<file path="src/rtl/sync_char_rx_pkg.sv">
`timescale 1ns/1ps
package sync_char_rx_pkg;

    typedef enum logic [1:0] {
        ST_HUNT   = 2'd0,
        ST_SECOND = 2'd1,
        ST_LOCKED = 2'd2
    } rx_state_e;

endpackage

</file>
<file path="src/rtl/scr_front.sv">
`timescale 1ns/1ps
// Brings rxc, rxd and sync_in into the clk domain and flags rising rxc edges.
module scr_front #(
    parameter int STAGES = 2
) (
    input  logic clk,
    input  logic rst,
    input  logic rxc,
    input  logic rxd,
    input  logic sync_in,
    output logic bit_tick,
    output logic bit_val,
    output logic ext_lvl
);
    logic [STAGES-1:0] c_pipe;
    logic [STAGES-1:0] d_pipe;
    logic [STAGES-1:0] e_pipe;
    logic              c_last;

    always_ff @(posedge clk) begin
        if (rst) begin
            c_pipe <= '0;
            d_pipe <= '1;
            e_pipe <= '0;
            c_last <= 1'b0;
        end else begin
            c_pipe <= {c_pipe[STAGES-2:0], rxc};
            d_pipe <= {d_pipe[STAGES-2:0], rxd};
            e_pipe <= {e_pipe[STAGES-2:0], sync_in};
            c_last <= c_pipe[STAGES-1];
        end
    end

    assign bit_tick = c_pipe[STAGES-1] & ~c_last;
    assign bit_val  = d_pipe[STAGES-1];
    assign ext_lvl  = e_pipe[STAGES-1];

endmodule

</file>
<file path="src/rtl/scr_shift.sv">
`timescale 1ns/1ps
// Receive shift register. The newest bit enters at position 0, and the view
// {sr, bit} exposes the last frame of data bits plus an optional parity bit.
module scr_shift #(
    parameter int MIN_LEN = 5,
    parameter int LEN_W   = 2,
    parameter int DATA_W  = 8
) (
    input  logic              clk,
    input  logic              rst,
    input  logic              bit_tick,
    input  logic              bit_val,
    input  logic              preset,
    input  logic [LEN_W-1:0]  cfg_len,
    input  logic              cfg_par_en,
    output logic [DATA_W-1:0] win_data,
    output logic              win_par
);
    localparam int FR_W = DATA_W + 1;

    logic [FR_W-2:0] sr;
    logic [FR_W-1:0] view;
    int              dlen;
    int              flen;

    assign view = {sr, bit_val};

    always_comb begin
        dlen = MIN_LEN + int'(cfg_len);
        flen = dlen + int'(cfg_par_en);
    end

    // Data bit j, received j-th in the frame, sits at view position flen-1-j.
    always_comb begin
        win_data = '0;
        for (int j = 0; j < DATA_W; j++) begin
            for (int p = 0; p < FR_W; p++) begin
                if (j < dlen && p == flen - 1 - j) begin
                    win_data[j] = view[p];
                end
            end
        end
        win_par = view[0];
    end

    always_ff @(posedge clk) begin
        if (rst || preset) begin
            sr <= '1;
        end else if (bit_tick) begin
            sr <= view[FR_W-2:0];
        end
    end

endmodule

</file>
<file path="src/rtl/scr_fsm.sv">
`timescale 1ns/1ps
// Framing state machine: hunt, second-pattern check, locked assembly.
module scr_fsm
    import sync_char_rx_pkg::*;
#(
    parameter int MIN_LEN = 5,
    parameter int LEN_W   = 2,
    parameter int DATA_W  = 8
) (
    input  logic              clk,
    input  logic              rst,
    input  logic              bit_tick,
    input  logic              ext_lvl,
    input  logic              enter_hunt,
    input  logic [LEN_W-1:0]  cfg_len,
    input  logic              cfg_par_en,
    input  logic              cfg_single,
    input  logic              cfg_ext,
    input  logic [DATA_W-1:0] cfg_sync1,
    input  logic [DATA_W-1:0] cfg_sync2,
    input  logic [DATA_W-1:0] win_data,
    output logic              frame_load,
    output logic              syn_set
);
    localparam int FR_W  = DATA_W + 1;
    localparam int CNT_W = $clog2(FR_W + 1);

    rx_state_e          state, nxt_state;
    logic [CNT_W-1:0]   cnt, nxt_cnt;
    logic               pair1, nxt_pair1;
    logic [DATA_W-1:0]  len_mask;
    logic               hit1, hit2, last_bit;
    int                 flen;

    always_comb begin
        flen = MIN_LEN + int'(cfg_len) + int'(cfg_par_en);
        for (int j = 0; j < DATA_W; j++) begin
            len_mask[j] = (j < MIN_LEN + int'(cfg_len));
        end
        hit1     = (win_data == (cfg_sync1 & len_mask));
        hit2     = (win_data == (cfg_sync2 & len_mask));
        last_bit = (cnt == CNT_W'(flen - 1));
    end

    // State register
    always_ff @(posedge clk) begin
        if (rst) begin
            state <= ST_HUNT;
            cnt   <= '0;
            pair1 <= 1'b0;
        end else begin
            state <= nxt_state;
            cnt   <= nxt_cnt;
            pair1 <= nxt_pair1;
        end
    end

    // Next state and outputs
    always_comb begin
        nxt_state  = state;
        nxt_cnt    = cnt;
        nxt_pair1  = pair1;
        frame_load = 1'b0;
        syn_set    = 1'b0;
        if (enter_hunt) begin
            nxt_state = ST_HUNT;
            nxt_cnt   = '0;
            nxt_pair1 = 1'b0;
        end else begin
            unique case (state)
                ST_HUNT: begin
                    nxt_cnt = '0;
                    if (cfg_ext) begin
                        if (ext_lvl) begin
                            nxt_state = ST_LOCKED;
                            syn_set   = 1'b1;
                            nxt_pair1 = 1'b0;
                        end
                    end else if (bit_tick && hit1) begin
                        if (cfg_single) begin
                            nxt_state = ST_LOCKED;
                            syn_set   = 1'b1;
                        end else begin
                            nxt_state = ST_SECOND;
                        end
                        nxt_pair1 = 1'b0;
                    end
                end
                ST_SECOND: begin
                    if (bit_tick) begin
                        if (last_bit) begin
                            nxt_cnt = '0;
                            if (hit2) begin
                                nxt_state = ST_LOCKED;
                                syn_set   = 1'b1;
                            end else begin
                                nxt_state = ST_HUNT;
                            end
                        end else begin
                            nxt_cnt = cnt + CNT_W'(1);
                        end
                    end
                end
                ST_LOCKED: begin
                    if (bit_tick) begin
                        if (last_bit) begin
                            nxt_cnt    = '0;
                            frame_load = 1'b1;
                            if (!cfg_ext) begin
                                if (cfg_single) begin
                                    syn_set = hit1;
                                end else begin
                                    syn_set = pair1 && hit2;
                                end
                                nxt_pair1 = hit1;
                            end
                        end else begin
                            nxt_cnt = cnt + CNT_W'(1);
                        end
                    end
                end
                default: begin
                    nxt_state = ST_HUNT;
                    nxt_cnt   = '0;
                end
            endcase
        end
    end

endmodule

</file>
<file path="src/rtl/scr_out.sv">
`timescale 1ns/1ps
// Output register, ready flag and sticky status flags.
module scr_out #(
    parameter int DATA_W = 8
) (
    input  logic              clk,
    input  logic              rst,
    input  logic              frame_load,
    input  logic              syn_set,
    input  logic [DATA_W-1:0] win_data,
    input  logic              win_par,
    input  logic              cfg_par_en,
    input  logic              cfg_par_even,
    input  logic              rx_en,
    input  logic              data_rd,
    input  logic              stat_rd,
    input  logic              err_clr,
    output logic [DATA_W-1:0] rx_data,
    output logic              rx_ready,
    output logic              par_err,
    output logic              ovr_err,
    output logic              syn_flag
);
    logic ones_odd;
    logic par_bad;

    always_comb begin
        ones_odd = ^{win_data, win_par};
        par_bad  = cfg_par_en && (cfg_par_even ? ones_odd : !ones_odd);
    end

    always_ff @(posedge clk) begin
        if (rst) begin
            rx_data  <= '0;
            rx_ready <= 1'b0;
            par_err  <= 1'b0;
            ovr_err  <= 1'b0;
            syn_flag <= 1'b0;
        end else begin
            if (frame_load) begin
                rx_data <= win_data;
            end

            if (!rx_en) begin
                rx_ready <= 1'b0;
            end else if (frame_load) begin
                rx_ready <= 1'b1;
            end else if (data_rd) begin
                rx_ready <= 1'b0;
            end

            if (frame_load && rx_en && rx_ready) begin
                ovr_err <= 1'b1;
            end else if (err_clr) begin
                ovr_err <= 1'b0;
            end

            if (frame_load && par_bad) begin
                par_err <= 1'b1;
            end else if (err_clr) begin
                par_err <= 1'b0;
            end

            if (syn_set) begin
                syn_flag <= 1'b1;
            end else if (stat_rd) begin
                syn_flag <= 1'b0;
            end
        end
    end

endmodule

</file>
<file path="src/rtl/sync_char_rx.sv">
`timescale 1ns/1ps
module sync_char_rx #(
    parameter  int MIN_LEN     = 5,
    parameter  int LEN_W       = 2,
    parameter  int SYNC_STAGES = 2,
    localparam int DATA_W      = MIN_LEN + (1 << LEN_W) - 1
) (
    input  logic              clk,
    input  logic              rst,
    input  logic              rxc,
    input  logic              rxd,
    input  logic              sync_in,
    output logic              sync_out,
    output logic              sync_oe,
    input  logic [LEN_W-1:0]  cfg_len,
    input  logic              cfg_par_en,
    input  logic              cfg_par_even,
    input  logic              cfg_single,
    input  logic              cfg_ext,
    input  logic [DATA_W-1:0] cfg_sync1,
    input  logic [DATA_W-1:0] cfg_sync2,
    input  logic              enter_hunt,
    input  logic              rx_en,
    input  logic              data_rd,
    input  logic              stat_rd,
    input  logic              err_clr,
    output logic [DATA_W-1:0] rx_data,
    output logic              rx_ready,
    output logic              par_err,
    output logic              ovr_err
);
    logic              bit_tick;
    logic              bit_val;
    logic              ext_lvl;
    logic [DATA_W-1:0] win_data;
    logic              win_par;
    logic              frame_load;
    logic              syn_set;

    scr_front #(.STAGES(SYNC_STAGES)) u_front (
        .clk      (clk),
        .rst      (rst),
        .rxc      (rxc),
        .rxd      (rxd),
        .sync_in  (sync_in),
        .bit_tick (bit_tick),
        .bit_val  (bit_val),
        .ext_lvl  (ext_lvl)
    );

    scr_shift #(.MIN_LEN(MIN_LEN), .LEN_W(LEN_W), .DATA_W(DATA_W)) u_shift (
        .clk        (clk),
        .rst        (rst),
        .bit_tick   (bit_tick),
        .bit_val    (bit_val),
        .preset     (enter_hunt),
        .cfg_len    (cfg_len),
        .cfg_par_en (cfg_par_en),
        .win_data   (win_data),
        .win_par    (win_par)
    );

    scr_fsm #(.MIN_LEN(MIN_LEN), .LEN_W(LEN_W), .DATA_W(DATA_W)) u_fsm (
        .clk        (clk),
        .rst        (rst),
        .bit_tick   (bit_tick),
        .ext_lvl    (ext_lvl),
        .enter_hunt (enter_hunt),
        .cfg_len    (cfg_len),
        .cfg_par_en (cfg_par_en),
        .cfg_single (cfg_single),
        .cfg_ext    (cfg_ext),
        .cfg_sync1  (cfg_sync1),
        .cfg_sync2  (cfg_sync2),
        .win_data   (win_data),
        .frame_load (frame_load),
        .syn_set    (syn_set)
    );

    scr_out #(.DATA_W(DATA_W)) u_out (
        .clk          (clk),
        .rst          (rst),
        .frame_load   (frame_load),
        .syn_set      (syn_set),
        .win_data     (win_data),
        .win_par      (win_par),
        .cfg_par_en   (cfg_par_en),
        .cfg_par_even (cfg_par_even),
        .rx_en        (rx_en),
        .data_rd      (data_rd),
        .stat_rd      (stat_rd),
        .err_clr      (err_clr),
        .rx_data      (rx_data),
        .rx_ready     (rx_ready),
        .par_err      (par_err),
        .ovr_err      (ovr_err),
        .syn_flag     (sync_out)
    );

    assign sync_oe = ~cfg_ext;

endmodule

</file>
<file path="config.mk">
export PLATFORM = sky130hd
export DESIGN_NAME = sync_char_rx
export DESIGN_NICKNAME = d
export VERILOG_FILES = /design/src/rtl/sync_char_rx_pkg.sv /design/src/rtl/scr_front.sv /design/src/rtl/scr_shift.sv /design/src/rtl/scr_fsm.sv /design/src/rtl/scr_out.sv /design/src/rtl/sync_char_rx.sv
export SDC_FILE = /design/constraint.sdc
export NUM_CORES = 1
export LEC_CHECK = 0
export BUFFER_PORTS_ARGS = -buffer_cell sky130_fd_sc_hd__buf_2
export CORE_ASPECT_RATIO = 0.6
export CORE_MARGIN = 2
export CORE_UTILIZATION = 50
export DETAILED_ROUTE_END_ITERATION = 10
export PLACE_DENSITY = 0.78
export RECOVER_POWER = 100
export SYNTH_ARGS = -nofsm -noshare
export SYNTH_HDL_FRONTEND = slang
export SYNTH_SLANG_ARGS = --single-unit
</file>
<file path="constraint.sdc">
create_clock -name clk -period 9.6 [get_ports clk]
set_clock_uncertainty 0.1 [all_clocks]
set_input_delay 0.96 -clock clk [delete_from_list [all_inputs] [get_ports clk]]
set_output_delay 0.96 -clock clk [all_outputs]
set_load 0.01 [all_outputs]
</file>
==> results of run 1 <==
worst max-delay path: stages:
cell and delay [ns]:
sky130_fd_sc_hd__clkbuf_1 0.11, sky130_fd_sc_hd__inv_1 0.15, sky130_fd_sc_hd__ha_1 0.16, sky130_fd_sc_hd__inv_1 0.05
sky130_fd_sc_hd__fa_1 0.56, sky130_fd_sc_hd__ha_1 0.65, sky130_fd_sc_hd__xor2_1 0.95, sky130_fd_sc_hd__inv_1 0.52
sky130_fd_sc_hd__ha_1 0.42, sky130_fd_sc_hd__xnor2_1 0.23, sky130_fd_sc_hd__nor2_1 0.07, sky130_fd_sc_hd__a22o_1 0.25
sky130_fd_sc_hd__o21bai_1 0.35, sky130_fd_sc_hd__o32ai_1 0.18, sky130_fd_sc_hd__or4_1 0.60, sky130_fd_sc_hd__nor4_1 0.56
sky130_fd_sc_hd__o21a_1 0.25, sky130_fd_sc_hd__mux2i_1 0.18
power by group through the flow:
stage,clock [uW],combinational [uW],sequential (uW)
after floorplan,0,210,148
after global placement,0,263,149
after detailed placement,0,268,149
after CTS,138,270,146
after global routing,144,297,146
final,136,273,146
registers in the layout (all words and copies together), names as in the netlist:
name and flops:
u_front.e_pipe 2, u_fsm.cnt 4, u_front.c_pipe 2, u_fsm.state 2
u_fsm.pair1 1, u_out.rx_ready 1, u_shift.sr 8, u_out.par_err 1
u_front.c_last 1, u_out.syn_flag 1, u_front.d_pipe 2, u_out.ovr_err 1
u_out.rx_data 8
synth_stat cells, types with 9 or more instances:
master	instances	area [um2]
sky130_fd_sc_hd__xor2_1	11	96.34
sky130_fd_sc_hd__a21oi_1	28	140.1
sky130_fd_sc_hd__clkbuf_1	15	56.30
sky130_fd_sc_hd__ha_1	22	275.3
sky130_fd_sc_hd__dfxtp_1	34	680.7
sky130_fd_sc_hd__inv_1	27	101.4
sky130_fd_sc_hd__buf_2	9	45.04
sky130_fd_sc_hd__nor2_1	28	105.1
sky130_fd_sc_hd__nand2_1	47	176.4
sky130_fd_sc_hd__nand2b_1	11	68.82
sky130_fd_sc_hd__xnor2_1	13	113.9
sky130_fd_sc_hd__nand3_1	12	60.06
sky130_fd_sc_hd__o21ai_0	12	60.06
sky130_fd_sc_hd__a211oi_1	13	97.59
sky130_fd_sc_hd__nand3b_1	10	75.07
sky130_fd_sc_hd__nor2b_1	18	112.6
worst paths after layout:
path	cells after the start	to	slack, ns
worst max-delay path	18	u_fsm.state[0]	2.51
worst max register to register	9	u_fsm.state[0]	5.70
worst min register to register	1	u_front.d_pipe[1]	0.32
worst min-delay path	1	u_front.d_pipe[1]	0.32
routing by layer:
| metal | share of wire (%) | GRT usage, % | vias up | wire length [um] |
|---|---|---|---|---|
| li1 | - | - | 1624 | - |
| met1 | 49 | 43.67 | 1612 | 5057 |
| met2 | 40 | 39.66 | 187 | 4131 |
| met3 | 10 | 7.625 | 18 | 1082 |
| met4 | 1.3 | 7.911 | 0 | 136 |
| met5 | 0 | 0 | - | 0 |
area by class of cell:
| cell class | instances | share of cell area [%] |
|---|---|---|
| repair buffers | 46 | 5.957 |
| inverters | 28 | 2.893 |
| clock inverters | 1 | 0.8264 |
| flip-flops and latches | 34 | 18.73 |
| multi-input cells | 349 | 66.32 |
| clock buffers | 6 | 2.273 |
| well taps | 87 | 2.996 |
cell families (layout without fill, tap and decap cells):
family	after synthesis	after routing	synth area share (%)
DFF	34	34	20.35
and+or+nand+nor	173	173	28.54
muxes	6	6	1.833
adders and majority gates	23	23	8.829
AOI/OAI and AO/OA	120	120	25.59
buffers and inverters	55	81	6.734
xor gates and xnor gates	27	27	8.118
metrics by stage:
stage | util, % | total power [uW] | setup slack, ns | instance area (um2)
after global placement | 54.39 | 412.0 | 3.367 | 3568
after CTS | 56.10 | 553.4 | 3.424 | 3681
after floorplan | - | 357.4 | 4.214 | 3344
after global routing | 55.38 | 586.7 | 2.097 | 3633
final | 55.38 | 554.6 | 2.509 | 3633
after detailed placement | 54.39 | 416.9 | 3.144 | 3568
==> impl_summary.md, run 1 <==
Route
The wire length after detailed routing is 10.41 mm. The final routed wire length divided by cell count is 18.89 um. The remaining routing DRC violations is 0.

The total number of vias is 3441. The detailed router finished its first iteration with 372 violations. Before antenna repair, the detailed router went through 5 iterations. The detail route stage leaves a number of antenna-violating nets equal to 0. Dividing the detail-routed via count by the number of cells gives 6.245.

Pwr
The clock network burns 24.5% of the power. The portion of total power attributed to sequential cells is 26.3%. Summed over all nets, the switching power comes to 216.7 uW. Across the VDD grid, the largest voltage drop is 99.87 uV. Combinational cells account for 49.2% of the total power. In this run switching power makes up 39.08% of total power. The total leakage power is 0.001446 uW. In this run the power density over the cells is 152.6 nW/um2. The internal power of the cells is 337.9 uW.

CTS
The number of buffers added for setup after CTS is 0. TritonCTS built the clock tree. The number of gates resized after cts is 0. The clock sink count is 34. The H-tree was split into 2 levels. The clock tree root driver cell is sky130_fd_sc_hd__clkbuf_8. The clock slew seen by the registers of the worst setup and hold paths is 0.06 ns.

Buffers inserted to repair hold after CTS numbered 0. At the later pin of the worst-skew pair, clock insertion delay measures 0.29 ns. Counting along the longest clock path gives a buffer depth of 2. Clock tree synthesis inserted a total of 5 buffers.

STA
Setup total negative slack on the finished layout was measured at 0 ns. Hold timing on the final database bottoms out at a slack of 0.3206 ns. Setup violations remaining at the end of the flow were counted as 0.

The highest achievable clock rate is 0.1410 GHz. The shortest clock period the worst path allows after layout is 7.091 ns. Measured against its own limit, the worst slew margin works out to 23.68%. The final critical path takes up 73.87% of the cycle. The total count of hold-check failures in the final report is 0. Setup repair after global routing left no endpoint under its margin. The final max-slew violation count was 0. At the pin with the least slew margin, the transition time is 1.141 ns.

Global route
Entering global routing, the biggest net connects 30 pins. The first global-routing pass estimated 16.10 mm of wire. Global routing used 28.91% of the available tracks across all layers. The number of global-route vias before repair is 3053. The remaining global-route overflow is 0. The number of antenna violations at the first check in global routing is 0.

Setup path
In this run the critical register-to-register path is launched from u_shift.sr[7]. The critical path starts at cfg_len[0]. The critical path arrival is 7.21 ns. The type of the worst setup path is in -> reg. The category of the worst setup path capture point is a flip-flop. The worst setup path is launched from an input port. Data on the critical path is required at its endpoint by 9.72 ns.

The largest fanout of any net on the critical path is 22.

Synthesis
In the synthesized netlist, the number of instances is 438. For this run, the register share of the synthesized area comes to 20.35%. The count of flip-flops with a built-in enable after synthesis is 0.

The share of flip-flops with an asynchronous set or reset is 0%. The post-synth net total is 493. The post-synthesis instance area is 3344 um2. The prevailing post-synth register cell is sky130_fd_sc_hd__dfxtp_1. The post-synthesis average cell area is 7.636 um2.

The count of distinct cell types in the synthesized netlist is 72. In this run, synthesis produced a sequential element count of 34. The count of warnings emitted by yosys is 0.

Min path
The worst hold path begins at u_front.d_pipe[0]. The classification of the worst-slack hold path is reg -> reg.

Floorplan
The number of top-level pins is 45. The initialized floorplan defines 23 standard-cell rows. The height of the die is 67.35 um.

The total die area is 7381 um2. The initial standard-cell utilization of the core is 50.97%. The chip width is 109.6 um. The core region is 6561 um2.

Finish
The most frequent standard cell in the layout excluding fill and tap cells is sky130_fd_sc_hd__nand2_1. The library cells used most frequently in the layout, excluding fill and tap cells, are sky130_fd_sc_hd__nand2_1 (47), sky130_fd_sc_hd__dfxtp_1 (34), sky130_fd_sc_hd__buf_2 (29). The finished layout holds 551 standard cells, fillers aside.

The net count of the finished layout is 519. The multi-input logic area is 2410 um2. The share of layout cells above drive strength 1 is 10.78%.

Across the whole layout, storage elements account for 680.7 um2. The final-layout fill cell count is 649. 0 antenna diodes ended up in the layout.

From synthesis to final layout, the design area changed by 8.642%.

Placement
The final weighted congestion in routability-driven placement is 1.111. Summed over all nets, the half-perimeter wirelength after detailed placement is 8.016 mm. The count of buffers from port buffering is 44. After detailed placement, the design holds a cell count of 544.

Flow run
The count of maximum capacitance violations is 0.

Status
The run finished with clean final reports.
Note: power is estimated with default switching activity, not from simulation.
==> inputs of run 2 (changes only) <==
PLACE_DENSITY = 0.81   (was 0.78)
clock period = 6 ns   (was 9.6 ns; I/O delays follow)
==> run 2 against run 1 <==
Net effect:
- setup slack worse by 1.9 ns
- via count down 1.1%
- largest cell class unchanged
- cell area up 2.6%
- critical endpoint unchanged
- global-route usage down 0.68 points
- non-clock buffer count up 6
==> impl_summary.md, run 2 (synthesis gave the netlist of run 1 again) <==
Status
The flow ran to the end, and the final reports show no timing, DRC or antenna violations.

Setup path
The cell count of the worst reg-to-reg path came to 9 (unchanged). The critical path goes through clkbuf_1, inv_1, ha_1, inv_1, fa_1, inv_1, nor3_1, ha_1, clkbuf_1, xnor2_1, or3_1, and3_1, a2111o_1, or4_1, nor4_4, o21a_1, mux2i_1. The combined buffer and inverter count along the critical path is 5 (+1). The flop-to-flop setup slack is 2.50 ns (-3.20 ns). The endpoint of the worst register-to-register path is u_fsm.state[0]. The biggest cell delay along the critical path is 0.70 ns (-0.25 ns). By startpoint and endpoint, the worst setup path is classified as in -> reg. The critical path arrival is 5.50 ns (-1.71 ns). The most frequent cell on the critical path is sky130_fd_sc_hd__inv_1. The gate family responsible for the most delay along the worst path is simple AND/OR/NAND/NOR gates. The largest fanout of any net on the critical path is 19 (-14%).

The critical register-to-register path startpoint is u_shift.sr[7]. STA classifies the critical path endpoint as a flip-flop. The cell with the largest stage delay on the worst path is sky130_fd_sc_hd__ha_1. The startpoint kind of the worst setup timing path is an input port. The required arrival time at the worst endpoint is 6.12 ns (-3.60 ns).

Global route
The first-pass GRT wire length came to 15.69 mm (-2.5%). The combined global-route utilization of all metal layers is 28.23% (-0.68 points). The pin count of the biggest net entering global routing is 22 (-27%). The remaining global-route overflow is 0 (unchanged). The number of global-route vias before repair is 2939 (-3.7%).

The number of antenna violations at the first check in global routing is 1 (+1).

Floorplan
The placeable core region was 6561 um2 (unchanged). The height of the die is 67.35 um (unchanged). The number of top-level pins is 45 (unchanged). The initial standard-cell utilization of the core was 50.97% (unchanged).

The total die area is 7381 um2 (unchanged). The chip width was 109.6 um (unchanged). The number of core rows is 23 (unchanged).

Finish
The final cell utilization of the core came to 56.81% (+1.4 points). The library cell used most frequently in the layout, excluding fill and tap cells, is sky130_fd_sc_hd__nand2_1. The share of layout cells above drive strength 1 came to 12.53% (+1.8 points). The number of nets in the layout is 525 (+1.2%). The largest registers in the layout are u_out.rx_data (8), u_shift.sr (8), u_fsm.cnt (4). The non-filler instance count after layout is 559 (+1.5%). The layout overhead on the synthesized area is 11.45%. In the layout the commonest cells are sky130_fd_sc_hd__nand2_1 (47), sky130_fd_sc_hd__dfxtp_1 (34), sky130_fd_sc_hd__buf_2 (29).

Route
The wire length after detailed routing is 10.14 mm (-2.6%). The iteration count of the initial detailed-routing pass was 5 (unchanged). The remaining routing DRC violations is 0 (unchanged). The via density per instance is 6.086 (-2.5%).

The residual antenna-violating net count after detailed routing is 0 (unchanged). The total number of vias is 3402 (-1.1%). The final routed wire length divided by cell count is 18.14 um (-4.0%). The number of DRC markers in iteration 0 is 321 (-14%).

CTS
The number of buffers added by the clock tree synthesis step came to 5 (unchanged). The clock sink count is 34 (unchanged). The tree is rooted in a sky130_fd_sc_hd__clkbuf_8. The number of buffers added to fix hold violations after cts came to 0 (unchanged).

The clock tree from TritonCTS is built. The number of gates resized after cts is 0 (unchanged). The H-tree depth came to 2 (unchanged). The clock insertion delay at the later pin of the skew report was 0.30 ns (about the same). The maximum buffer depth of the clock tree is 2 (unchanged). The number of buffers added for setup after CTS is 0 (unchanged). The clock slew seen by the registers of the worst setup and hold paths is 0.07 ns (about the same).

STA
The worst slew margin relative to its limit came to 37.01% (+13 points). Setup repair after global routing left no endpoint under its margin. The highest achievable clock rate is 0.1857 GHz.

The final max-slew violation count is 0 (unchanged). The setup TNS after final layout is 0 ns (unchanged). The final hold slack was 0.3150 ns (-0.005637 ns). The transition time at the pin with the least slew margin is 0.9448 ns (-0.1961 ns). The period utilization is 89.75%. Subtracting the final worst setup slack from the clock period gives 5.385 ns. The total count of hold-check failures in the final report is 0 (unchanged). The setup-violating endpoint count in the final report is 0 (unchanged).

Min path
The destination of the worst hold path is u_front.d_pipe[1]. The number of instances on the worst hold path was 1 (unchanged). The classification of the worst-slack hold path is reg -> reg.

The worst hold path begins at u_front.d_pipe[0].

Pwr
The total leakage power is 0.001489 uW (+3.0%). The power per cell area came to 254.1 nW/um2 (+66%). The maximum VDD drop is 220.3 uV (+120%).

Placement
The cell count after placement is 550 (+1.1%). The HPWL after detailed placement is 7.903 mm (-1.4%). The count of buffers from port buffering is 44 (unchanged). The final weighted congestion in routability-driven placement is 0.9782 (-12%).

Flow run
The count of maximum capacitance violations is 0 (unchanged).
run 2: changes by cell type in the layout (fill, tap and decap cells not counted), sizes merged:
cell and change:
buf +5, bufinv +1, clkinv +1, diode +1
run 2: where the power goes:
group | total [uW] | internal [uW] | switching [uW]
registers | 233 | 229 | 4.11
clock network | 261 | 166 | 94.1
logic | 453 | 191 | 262
run 2: worst max-delay path by stage:
stage	start	endpoint	cells past startpoint
floorplan	cfg_len[0]	u_fsm.pair1	18
global route	cfg_len[0]	u_fsm.state[0]	18
detailed placement	cfg_len[0]	u_fsm.state[0]	18
CTS	cfg_len[0]	u_fsm.state[0]	18
global placement	cfg_len[0]	u_fsm.pair1	17
finish	cfg_len[0]	u_fsm.state[0]	17
run 2: layout make-up:
type / instances / area [um2]
Antenna cell: 1 / 2.502
Clock buffer: 5 / 68.82
Clock inverter: 3 / 68.82
Fill cell: 619 / 2834
Inverter: 28 / 105.1
Multi-Input combinational cell: 349 / 2435
Sequential cell: 34 / 680.7
Tap cell: 87 / 108.9
Timing Repair Buffer: 52 / 257.7
run 2: routing by layer:
| layer | track usage [%] | share of wire (%) | vias up |
|---|---|---|---|
| met5 | 0 | 0 | - |
| met2 | 38.81 | 39 | 142 |
| li1 | - | - | 1642 |
| met3 | 9.459 | 9.9 | 7 |
| met4 | 5.063 | 0.58 | 0 |
| met1 | 42.30 | 50 | 1611 |
run 2: metrics by stage:
step | total power [uW] | setup WS [ns] | area [um2]
finish | 947.1 | 0.6147 | 3727
global route | 999.6 | 0.1898 | 3725
CTS | 943.4 | 0.8760 | 3751
detailed placement | 680.6 | 0.5853 | 3613
global placement | 674.9 | 0.7999 | 3613
floorplan | 571.9 | 0.9735 | 3344
==> inputs of run 3 (changes only) <==
CORE_UTILIZATION = 53   (was 50)
PLACE_DENSITY = 0.84   (was 0.81)
==> run 3 against run 2 <==
Net effect:
- clock power shrank 30%
- setup slack gained 0.18 ns
- combinational power grew 1%
- die area shrank 5.4%
- via count grew 1.3%
- register-to-register slack gained 0.10 ns
- cell area shrank 1.1%
- routed wire length shrank 0.86%
- worst hold slack lost 0.0028 ns
- critical path type unchanged
==> impl_summary.md, run 3 (synthesis gave the netlist of run 1 again) <==
Min path
The path with the worst hold slack has its endpoint at u_front.d_pipe[1]. The startpoint identified for the worst hold timing path is u_front.d_pipe[0]. The number of instances on the worst hold path is 1 (unchanged). The worst hold path belongs to the class reg -> reg.

Setup path
The required arrival time at the worst endpoint is 6.08 ns (-0.04 ns). The worst setup path is of the in -> reg kind. The largest fanout of any net on the critical path is 17 (-2). STA classifies the critical path startpoint as an input port. The critical path arrival is 5.28 ns (-0.22 ns).

In this run the critical register-to-register path is captured at u_fsm.pair1. The flop-to-flop setup slack is 2.60 ns (+0.10 ns). The category of the worst setup path capture point is a flip-flop. The cell count of the worst reg-to-reg path came to 9 (unchanged). The critical register-to-register path startpoint is u_front.d_pipe[1].

Route
The number of DRC markers in iteration 0 is 333 (+3.7%). The via density per instance is 6.211 (+2.1%). The remaining routing DRC violations is 0 (unchanged). The wire length after detailed routing came to 10.05 mm (-0.86%). The final routed wire length divided by cell count was 18.11 um (-0.14%). The iteration count of the initial detailed-routing pass is 5 (unchanged). The total number of vias came to 3447 (+1.3%). The residual antenna-violating net count after detailed routing was 0 (unchanged).

Floorplan
The number of top-level pins is 45 (unchanged). The height of the die is 65.53 um (-2.7%). The chip width is 106.6 um (-2.8%). The initial standard-cell utilization of the core is 54.73% (+3.8 points). The number of core rows is 22 (-4.3%). The total die area was 6983 um2 (-5.4%). The placeable core region is 6111 um2 (-6.9%).

Pwr
The power per cell area is 237.4 nW/um2 (-6.6%). The internal power of the cells came to 516.0 uW (-12%). The switching power came to 358.9 uW (-0.39%). The maximum VDD drop is 157.0 uV (-29%). The total leakage power is 0.001473 uW (-1.1%). The switching fraction of total power is 41.02% (+3.0 points). The power share of the clock group is 20.9% (-6.6 points).

The combinational group share of total power came to 52.4% (+4.5 points). The portion of total power attributed to sequential cells is 26.6% (+2.0 points).

CTS
The number of buffers added for setup after CTS is 0 (unchanged). The H-tree depth was 2 (unchanged). The clock insertion delay at the later pin of the skew report is 0.29 ns (about the same). The number of gates resized after cts came to 0 (unchanged). The clock tree from TritonCTS is built.

The clock slew seen by the registers of the worst setup and hold paths is 0.07 ns (about the same). The maximum buffer depth of the clock tree came to 2 (unchanged). The number of buffers added by the clock tree synthesis step is 5 (unchanged).

The root buffer cell chosen for the clock tree is sky130_fd_sc_hd__clkbuf_8. The number of buffers added to fix hold violations after cts is 0 (unchanged). The clock sink count is 34 (unchanged).

Global route
The remaining global-route overflow is 0 (unchanged). The first-pass GRT wire length is 15.81 mm (+0.79%). The number of antenna violations at the first check in global routing came to 0 (-1). The number of global-route vias before repair is 3033 (+3.2%). The pin count of the biggest net entering global routing was 22 (unchanged). The combined global-route utilization of all metal layers is 29.15% (+0.92 points).

Flow run
The count of maximum capacitance violations is 0 (unchanged).

STA
The worst slew margin relative to its limit is 33.49% (-3.5 points). Setup repair after global routing left no endpoint under its margin. The transition time at the pin with the least slew margin was 0.9977 ns (+0.05288 ns).

The highest achievable clock rate is 0.1922 GHz (+3.5%). The setup-violating endpoint count in the final report is 0 (unchanged). The final max-slew violation count is 0 (unchanged). The setup TNS after final layout is 0 ns (unchanged). The period utilization is 86.69% (-3.1 points). The shortest clock period the worst path allows after layout was 5.202 ns (-0.1836 ns).

The total count of hold-check failures in the final report is 0 (unchanged).

Finish
The number of nets in the layout came to 525 (unchanged). The library cells used most frequently in the layout, excluding fill and tap cells, are sky130_fd_sc_hd__nand2_1 (47), sky130_fd_sc_hd__dfxtp_1 (34), sky130_fd_sc_hd__buf_2 (29). The final cell utilization of the core is 60.32% (+3.5 points).

The largest registers in the layout are u_out.rx_data (8), u_shift.sr (8), u_fsm.cnt (4). The most frequent standard cell in the layout excluding fill and tap cells is sky130_fd_sc_hd__nand2_1. The antenna diode instance count is 0 (-1). The final-layout fill cell count is 598 (-3.4%). The share of layout cells above drive strength 1 was 12.95% (+0.42 points). Relative to the synthesized area, the layout overhead comes to 10.21%.

Placement
The final weighted congestion in routability-driven placement is 1.045 (+6.8%). The count of buffers from port buffering is 44 (unchanged). The HPWL after detailed placement is 7.824 mm (-1.0%).

Status
The flow ran to the end, and the final reports show no timing, DRC or antenna violations.
-- run 3: changes by cell type in the layout (fill, tap and decap cells not counted), sizes merged --
cell and delta:
buf +1, bufinv -2, clkinvlp +1, diode -1
-- run 3: worst max path at each step --
stage,startpoint,endpoint,slack (ns)
after floorplan,cfg_len[0],u_fsm.pair1,0.97
after global placement,cfg_len[0],u_fsm.pair1,0.76
after detailed placement,cfg_len[0],u_fsm.pair1,0.61
after CTS,cfg_len[0],u_fsm.pair1,0.91
after global routing,cfg_len[0],u_fsm.state[0],0.55
final,cfg_len[0],u_fsm.pair1,0.80
-- run 3: stage by stage --
| stage | worst slack, ns | instances | instance area (um2) | hold WS, ns | total power [uW] |
|---|---|---|---|---|---|
| after global placement | 0.7635 | 547 | 3610 | 0.2946 | 677.8 |
| final | 0.7983 | 555 | 3686 | 0.3122 | 874.9 |
| after floorplan | 0.9735 | 438 | 3344 | 0.2895 | 571.9 |
| after detailed placement | 0.6057 | 547 | 3610 | 0.2980 | 679.0 |
| after global routing | 0.5528 | 555 | 3686 | 0.3263 | 920.6 |
| after CTS | 0.9058 | 555 | 3705 | 0.3152 | 861.9 |
-- run 3: critical path, cell delays in order --
cell,delay [ns]
sky130_fd_sc_hd__clkbuf_1,0.13
sky130_fd_sc_hd__inv_1,0.12
sky130_fd_sc_hd__ha_1,0.21
sky130_fd_sc_hd__inv_1,0.06
sky130_fd_sc_hd__fa_1,0.48
sky130_fd_sc_hd__inv_1,0.13
sky130_fd_sc_hd__nor3_1,0.06
sky130_fd_sc_hd__ha_1,0.62
sky130_fd_sc_hd__buf_4,0.29
sky130_fd_sc_hd__nand2b_1,0.09
sky130_fd_sc_hd__a2111oi_0,0.60
sky130_fd_sc_hd__o221a_2,0.31
sky130_fd_sc_hd__nor3_1,0.06
sky130_fd_sc_hd__a2111oi_0,0.40
sky130_fd_sc_hd__o2111ai_1,0.39
sky130_fd_sc_hd__nor4_4,0.33
sky130_fd_sc_hd__nor2_1,0.09
sky130_fd_sc_hd__o31a_1,0.28
-- run 3: area by class of cell --
class | count | area, um2 | area share (%)
multi-input cells | 349 | 2439 | 66.16
flip-flops and latches | 34 | 680.7 | 18.47
well taps | 84 | 105.1 | 2.851
clock inverters | 2 | 12.51 | 0.3394
inverters | 28 | 105.1 | 2.851
clock buffers | 6 | 82.58 | 2.240
repair buffers | 52 | 261.5 | 7.094
-- run 3: power groups by stage --
stage	Clock (uW)	Combinational, uW	Sequential (uW)
final	183	459	233
after global routing	198	489	233
after CTS	185	444	233
after detailed placement	0	441	238
after global placement	0	440	238
after floorplan	0	335	237
-- run 3: metal layers --
layer / up-vias / global-route usage, % / wire length (um)
li1: 1642 / - / -
met1: 1611 / 43.57 / 4740
met2: 181 / 44.39 / 4188
met3: 13 / 5.556 / 1070
met4: 0 / 3.896 / 53
met5: - / 0 / 0
